`src/rtl/fwin_pkg.sv`:
```
package fwin_pkg;

  localparam int STD_COUNT = 4;
  localparam int STD_W     = 2;
  localparam int AFC_W     = 4;

  typedef enum logic [1:0] {
    WIN_BELOW  = 2'd0,
    WIN_INSIDE = 2'd1,
    WIN_ABOVE  = 2'd2
  } win_e;

endpackage

```
`src/rtl/fwin_edge_sync.sv`:
```
module fwin_edge_sync (
  input  logic clk,
  input  logic rst_n,
  input  logic async_i,
  output logic rise_o
);

  logic meta_q;
  logic sync_q;
  logic prev_q;

  always_ff @(posedge clk or negedge rst_n) begin
    if (!rst_n) begin
      meta_q <= 1'b0;
      sync_q <= 1'b0;
      prev_q <= 1'b0;
    end else begin
      meta_q <= async_i;
      sync_q <= meta_q;
      prev_q <= sync_q;
    end
  end

  assign rise_o = sync_q & ~prev_q;

  // a detected rising edge lasts exactly one reference cycle
  a_r10_single_pulse: assert property (@(posedge clk) disable iff (!rst_n)
    rise_o |=> !rise_o);

endmodule

```
`src/rtl/fwin_gate_timer.sv`:
```
module fwin_gate_timer #(
  parameter int GATE_LEN = 1024
) (
  input  logic clk,
  input  logic rst_n,
  output logic load_o,
  output logic count_en_o,
  output logic eval_o
);

  localparam int GW = $clog2(GATE_LEN + 1);
  localparam logic [GW-1:0] LAST = GW'(GATE_LEN);

  logic [GW-1:0] phase_q;
  logic [GW-1:0] phase_d;

  always_comb begin
    if (phase_q == LAST) phase_d = '0;
    else                 phase_d = phase_q + 1'b1;
  end

  always_ff @(posedge clk or negedge rst_n) begin
    if (!rst_n) phase_q <= '0;
    else        phase_q <= phase_d;
  end

  assign load_o     = (phase_q == '0);
  assign count_en_o = !load_o;
  assign eval_o     = (phase_q == LAST);

  // every evaluation is followed at once by a new cycle
  a_r9_restart: assert property (@(posedge clk) disable iff (!rst_n)
    eval_o |=> load_o);

  // a cycle start is followed by a counting cycle
  a_r9_gate_open: assert property (@(posedge clk) disable iff (!rst_n)
    load_o |=> count_en_o);

endmodule

```
`src/rtl/fwin_down_counter.sv`:
```
module fwin_down_counter #(
  parameter int CNT_W = 12
) (
  input  logic             clk,
  input  logic             rst_n,
  input  logic             load_i,
  input  logic [CNT_W-1:0] preset_i,
  input  logic             step_i,
  output logic [CNT_W-1:0] cnt_next_o
);

  logic [CNT_W-1:0] cnt_q;
  logic             at_floor;

  assign at_floor = (cnt_q == '0);

  always_comb begin
    cnt_next_o = cnt_q;
    if (load_i)                  cnt_next_o = preset_i;
    else if (step_i && !at_floor) cnt_next_o = cnt_q - 1'b1;
  end

  always_ff @(posedge clk or negedge rst_n) begin
    if (!rst_n) cnt_q <= '0;
    else        cnt_q <= cnt_next_o;
  end

  // once at zero, the counter stays there until the next load
  a_r6_no_wrap: assert property (@(posedge clk) disable iff (!rst_n)
    (at_floor && !load_i) |=> (cnt_q == '0));

  // between loads the count only falls, by at most one per cycle
  a_r2_unit_step: assert property (@(posedge clk) disable iff (!rst_n)
    !load_i |=> ((cnt_q <= $past(cnt_q)) && (($past(cnt_q) - cnt_q) <= 1)));

endmodule

```
`src/rtl/fwin_acq.sv`:
```
module fwin_acq #(
  parameter int CNT_W    = 12,
  parameter int GATE_LEN = 1024,
  parameter logic [3:0][CNT_W-1:0] PRESET_TAB = {12'd2400, 12'd2000, 12'd1800, 12'd1500},
  parameter logic [3:0][CNT_W-1:0] LO_TAB     = {12'd1380, 12'd980,  12'd780,  12'd480},
  parameter logic [3:0][CNT_W-1:0] HI_TAB     = {12'd1420, 12'd1020, 12'd820,  12'd520}
) (
  input  logic       clk,
  input  logic       rst_n,
  input  logic       vco_in,
  input  logic [1:0] std_sel,
  input  logic       auto_mute_en,
  output logic       freq_up,
  output logic       freq_down,
  output logic [3:0] afc_code,
  output logic       in_window,
  output logic       audio_mute
);

  import fwin_pkg::*;

  logic             rise;
  logic             load;
  logic             count_en;
  logic             eval;
  logic [CNT_W-1:0] stop_val;
  logic [CNT_W-1:0] lo_q, hi_q, lo_d, hi_d;
  win_e             cls;
  logic             up_q, dn_q, win_q;
  logic             up_d, dn_d, win_d;
  logic [AFC_W-1:0] afc_q, afc_d;

  fwin_edge_sync u_sync (
    .clk     (clk),
    .rst_n   (rst_n),
    .async_i (vco_in),
    .rise_o  (rise)
  );

  fwin_gate_timer #(.GATE_LEN(GATE_LEN)) u_gate (
    .clk        (clk),
    .rst_n      (rst_n),
    .load_o     (load),
    .count_en_o (count_en),
    .eval_o     (eval)
  );

  fwin_down_counter #(.CNT_W(CNT_W)) u_cnt (
    .clk        (clk),
    .rst_n      (rst_n),
    .load_i     (load),
    .preset_i   (PRESET_TAB[std_sel]),
    .step_i     (count_en && rise),
    .cnt_next_o (stop_val)
  );

  // window bounds captured together with the preset
  always_comb begin
    lo_d = lo_q;
    hi_d = hi_q;
    if (load) begin
      lo_d = LO_TAB[std_sel];
      hi_d = HI_TAB[std_sel];
    end
  end

  always_comb begin
    if (stop_val > hi_q)      cls = WIN_ABOVE;
    else if (stop_val < lo_q) cls = WIN_BELOW;
    else                      cls = WIN_INSIDE;
  end

  always_comb begin
    up_d  = up_q;
    dn_d  = dn_q;
    win_d = win_q;
    afc_d = afc_q;
    if (eval) begin
      up_d  = (cls == WIN_ABOVE);
      dn_d  = (cls == WIN_BELOW);
      win_d = (cls == WIN_INSIDE);
      afc_d = stop_val[AFC_W-1:0];
    end
  end

  always_ff @(posedge clk or negedge rst_n) begin
    if (!rst_n) begin
      lo_q  <= '0;
      hi_q  <= '0;
      up_q  <= 1'b0;
      dn_q  <= 1'b0;
      win_q <= 1'b0;
      afc_q <= '0;
    end else begin
      lo_q  <= lo_d;
      hi_q  <= hi_d;
      up_q  <= up_d;
      dn_q  <= dn_d;
      win_q <= win_d;
      afc_q <= afc_d;
    end
  end

  assign freq_up    = up_q;
  assign freq_down  = dn_q;
  assign in_window  = win_q;
  assign afc_code   = afc_q;
  assign audio_mute = auto_mute_en & ~win_q;

  // the two steering requests exclude each other
  a_r5_exclusive: assert property (@(posedge clk) disable iff (!rst_n)
    !(freq_up && freq_down));

  // lock silences both requests
  a_r5_quiet_in_window: assert property (@(posedge clk) disable iff (!rst_n)
    in_window |-> (!freq_up && !freq_down));

  // outputs hold between evaluations
  a_r9_hold: assert property (@(posedge clk) disable iff (!rst_n)
    !eval |=> $stable({freq_up, freq_down, afc_code, in_window}));

  // some request or the lock flag is set after every evaluation
  a_r3_verdict: assert property (@(posedge clk) disable iff (!rst_n)
    eval |=> $countones({freq_up, freq_down, in_window}) == 1);

endmodule

```
`config.mk`:
```
export PLATFORM = sky130hd
export DESIGN_NAME = fwin_acq
export DESIGN_NICKNAME = d
export VERILOG_FILES = /design/src/rtl/fwin_pkg.sv /design/src/rtl/fwin_edge_sync.sv /design/src/rtl/fwin_gate_timer.sv /design/src/rtl/fwin_down_counter.sv /design/src/rtl/fwin_acq.sv
export SDC_FILE = /design/constraint.sdc
export NUM_CORES = 1
export LEC_CHECK = 0
export BUFFER_PORTS_ARGS = -buffer_cell sky130_fd_sc_hd__buf_4
export CAP_MARGIN = 30
export CORE_ASPECT_RATIO = 0.75
export CORE_MARGIN = 4
export CORE_UTILIZATION = 44
export DETAILED_ROUTE_END_ITERATION = 10
export GPL_TIMING_DRIVEN = 0
export PLACE_DENSITY_LB_ADDON = 0.3
export SLEW_MARGIN = 25
export SYNTH_ARGS = -nofsm -noshare
export SYNTH_HDL_FRONTEND = slang
export SYNTH_SLANG_ARGS = --single-unit
```
`constraint.sdc`:
```
create_clock -name clk -period 4.35 [get_ports clk]
set_clock_uncertainty 0.15 [all_clocks]
set_input_delay 1.0875 -clock clk [delete_from_list [all_inputs] [get_ports clk]]
set_output_delay 1.0875 -clock clk [all_outputs]
set_load 0.005 [all_outputs]
```
==> results.toml <==
[timing]
tns_ns = 0
worst_pin_slew_ns = 0.5724
rsz0062_at_grt = "false"
max_freq_mhz = 250.8
hold_viol_final = 0
min_period_ns = 3.987
finalCritPeriodShare = 0.9166
setup_viol = 0
slew_violations = 0
maxSlewHeadroom = 0.6184

[placement]
place_congestion = 0.8463
placed_cells = 323
placed_area_sq_mm = 0.002611
portBuffers = 13
hpwl_microns = 3697

[clock_network]
cts_max_path_buffers = 2
root_buffer = "clkbuf_8"
holdBufCountCts = 0
cts_buffers = 5
cts_tree = "done"
cts_resized = 0
post_cts_buffers = 0
htreeDepth = 2
clk_pin_slew_ns = 0.09
clock_latency_ns = 0.30
clock-sinks = 44

[final_layout]
final_cells = 331
multiInputGateArea_sq_mm = 0.001219
drive_above_1_share = 0.1328
syn_to_final_growth_pct = 12.93
design_area_sq_mm = 0.002733
fillers = 501
n_antenna_cell = 0
register_area_sq_mm = 0.001101
nNetsFinal = 285

[floorplanning]
start_util = 0.4545
core.rowCount = 23
coreArea_sq_mm = 0.005324
dieArea_sq_mm = 0.006762
die_w_microns = 93.63
die_y_microns = 72.23
boundaryPins = 14

[worst_setup_path]
required_ns = 4.40
worst_path_most_repeated_cell = "ha_1"
critical_path_class = "reg2reg"
startpoint_type = "register"
cp_top_family = "simple AND/OR/NAND/NOR gates"
crit_path_end_kind = "register"
critPathMaxFanout = 5
arrival_ns = 4.03
cpPeakStageDelay_ns = 0.56
critPathBufInv = 1
slowest_stage = "or4b_1"
crit_chain = "inv_1 -> ha_1 -> nor3b_1 -> nand4_1 -> nand3_1 -> or4b_1 -> xor2_1 -> a21oi_1 -> ha_1 -> and4_1 -> o211ai_1 -> nand4b_1 -> a2111oi_2 -> a41oi_2 -> o21a_1"

[global_routing]
gr-total-overflow = 0
first_global_vias = 1716
grt_util_all_layers = 0.1616
grt_pass1_wl_microns = 8452
busiest_layer = "met1"
met1_usage = 0.2470
use_met2 = 0.2306
antenna_found_initial = 0
use_met3 = 0.03523
grt_max_degree = 45

[route]
viasPerCell = 5.175
vias = 1713
wirelength_microns = 4932
drtIter0Drc = 60
drc_errors = 0
dr.pass1.iters = 4
routedWlPerCell_microns = 14.90
drtAntennaViolNets = 0

[synthesis]
synth_cell_type_count = 42
yosysMostFrequentCell = "dfrtp_1"
seq_area_frac_synth = 0.4550
synth_edf_count = 0
synth_largest_area_cell = "dfrtp_1"
synth_compound_area_frac = 0.1138
syn_inst = 235
synthXorXnorAreaFrac = 0.06515
synth_area_leaders = "dfrtp_1 (46%), ha_1 (12%), xnor2_1 (4.0%)"
synth-async-reset-ratio = 1.000
avgSynthCellArea_sq_um = 10.30
synth_top_area_frac = 0.4550
synth_ff_type = "dfrtp_1"
syn_area_sq_mm = 0.002420
yosysWarnings = 0
synth_fp_nets = 265
muxShareOfSynthArea = 0.02275
yosys.area_share.simple = 0.1779
ys_top_cells_by_count = "dfrtp_1 (44), ha_1 (24), inv_1 (19), nor2_1 (19), nand2_1 (17)"
synthAdderAreaFrac = 0.1241
synth_seq_cells = 44
synth_top_family_by_area = "simple AND/OR/NAND/NOR gates"

[outcome]
status = "finished, final reports clean"

[min_path]
hold_path.class = "reg2reg"

[power_and_ir_drop]
p_leak_uw = 0.001302
p_per_area_mw_per_mm2 = 438.4
ir_worst_vdd_uv = 158.9

[run]
drv_cap = 0
[power breakdown]
group          internal [uW]  switching [uW]
Combinational            149             192
Clock                    188             148
Sequential               459            60.9
Total                    796             402
[per-layer routing]
layer,share of wire,up-vias
li1,-,857
met1,0.55,828
met2,0.41,22
met3,0.026,6
met4,0.012,0
met5,0,-
[path summary, 6_finish.rpt]
path / from / slack, ns / end / cells after the start
min in group asynchronous: rst_n / 0.62 / u_cnt.cnt_q[4] / 1
worst min-delay path: u_sync.meta_q / 0.21 / u_sync.sync_q / 0
worst max register to register: u_cnt.cnt_q[0] / 0.36 / freq_up / 15
worst min register to register: u_sync.meta_q / 0.21 / u_sync.sync_q / 0
worst max-delay path: u_cnt.cnt_q[0] / 0.36 / freq_up / 15
max in group asynchronous: rst_n / 3.02 / u_gate.phase_q[10] / 1
[registers in the layout, indices dropped and copies added (netlist names), 3 cells and up]
| signal | cells |
|---|---|
| u_cnt.cnt_q | 12 |
| afc_code | 4 |
| u_gate.phase_q | 11 |
| lo_q | 8 |
| hi_q | 3 |
[layout make-up]
class,count,area share
inverter,19,0.02610
timing repair buffer,13,0.03571
buffer,5,0.01053
tap,75,0.03434
clock buffer,6,0.03022
clock inverter,2,0.01419
sequential,44,0.4029
multi-input combinational,167,0.4460
[cells in the final DEF (no fill, tap or decap), types with 2 or more instances in the layout]
cell      instances
o211ai_1          2
o21ai_1           2
nand4b_1          2
buf_4            13
nand4_1           2
buf_2             2
a21oi_1           8
a21o_1            8
ha_1             24
nor2_1           19
nor4_2            2
and4_1            2
xnor2_1          11
xor2_1            7
nor4_1            2
nor2b_1           5
nor3_1            2
clkbuf_8          6
inv_1            19
a21boi_0          3
dfrtp_1          44
mux2_2            2
nand2_1          17
and3_1            8
nand3_1          12
o21a_1            2
clkbuf_1          2
o21ai_0          10
[stage by stage]
stage | hold WS (ns) | utilization | power, uW | setup WS (ns)
6_report | 0.2150 | 0.5133 | 1198 | 0.3629
3_3_place_gp | 0.2000 | 0.4905 | 853.1 | 0.4592
2_1_floorplan | 0.1812 | - | 762.8 | 0.8655
3_5_place_dp | 0.1918 | 0.4905 | 866.1 | 0.4379
5_1_grt | 0.2208 | 0.5133 | 1283 | 0.1001
4_1_cts | 0.2143 | 0.5133 | 1206 | 0.3935
[cell families (layout without fill, tap and decap cells)]
family	count (synthesis)	after routing
fa+ha+maj	24	24
xor+xnor	18	18
flops	44	44
compound gates	41	41
simple gates	80	80
buf+inv	24	45
mux	4	4
No activity file was read; power rests on OpenSTA's default activity.
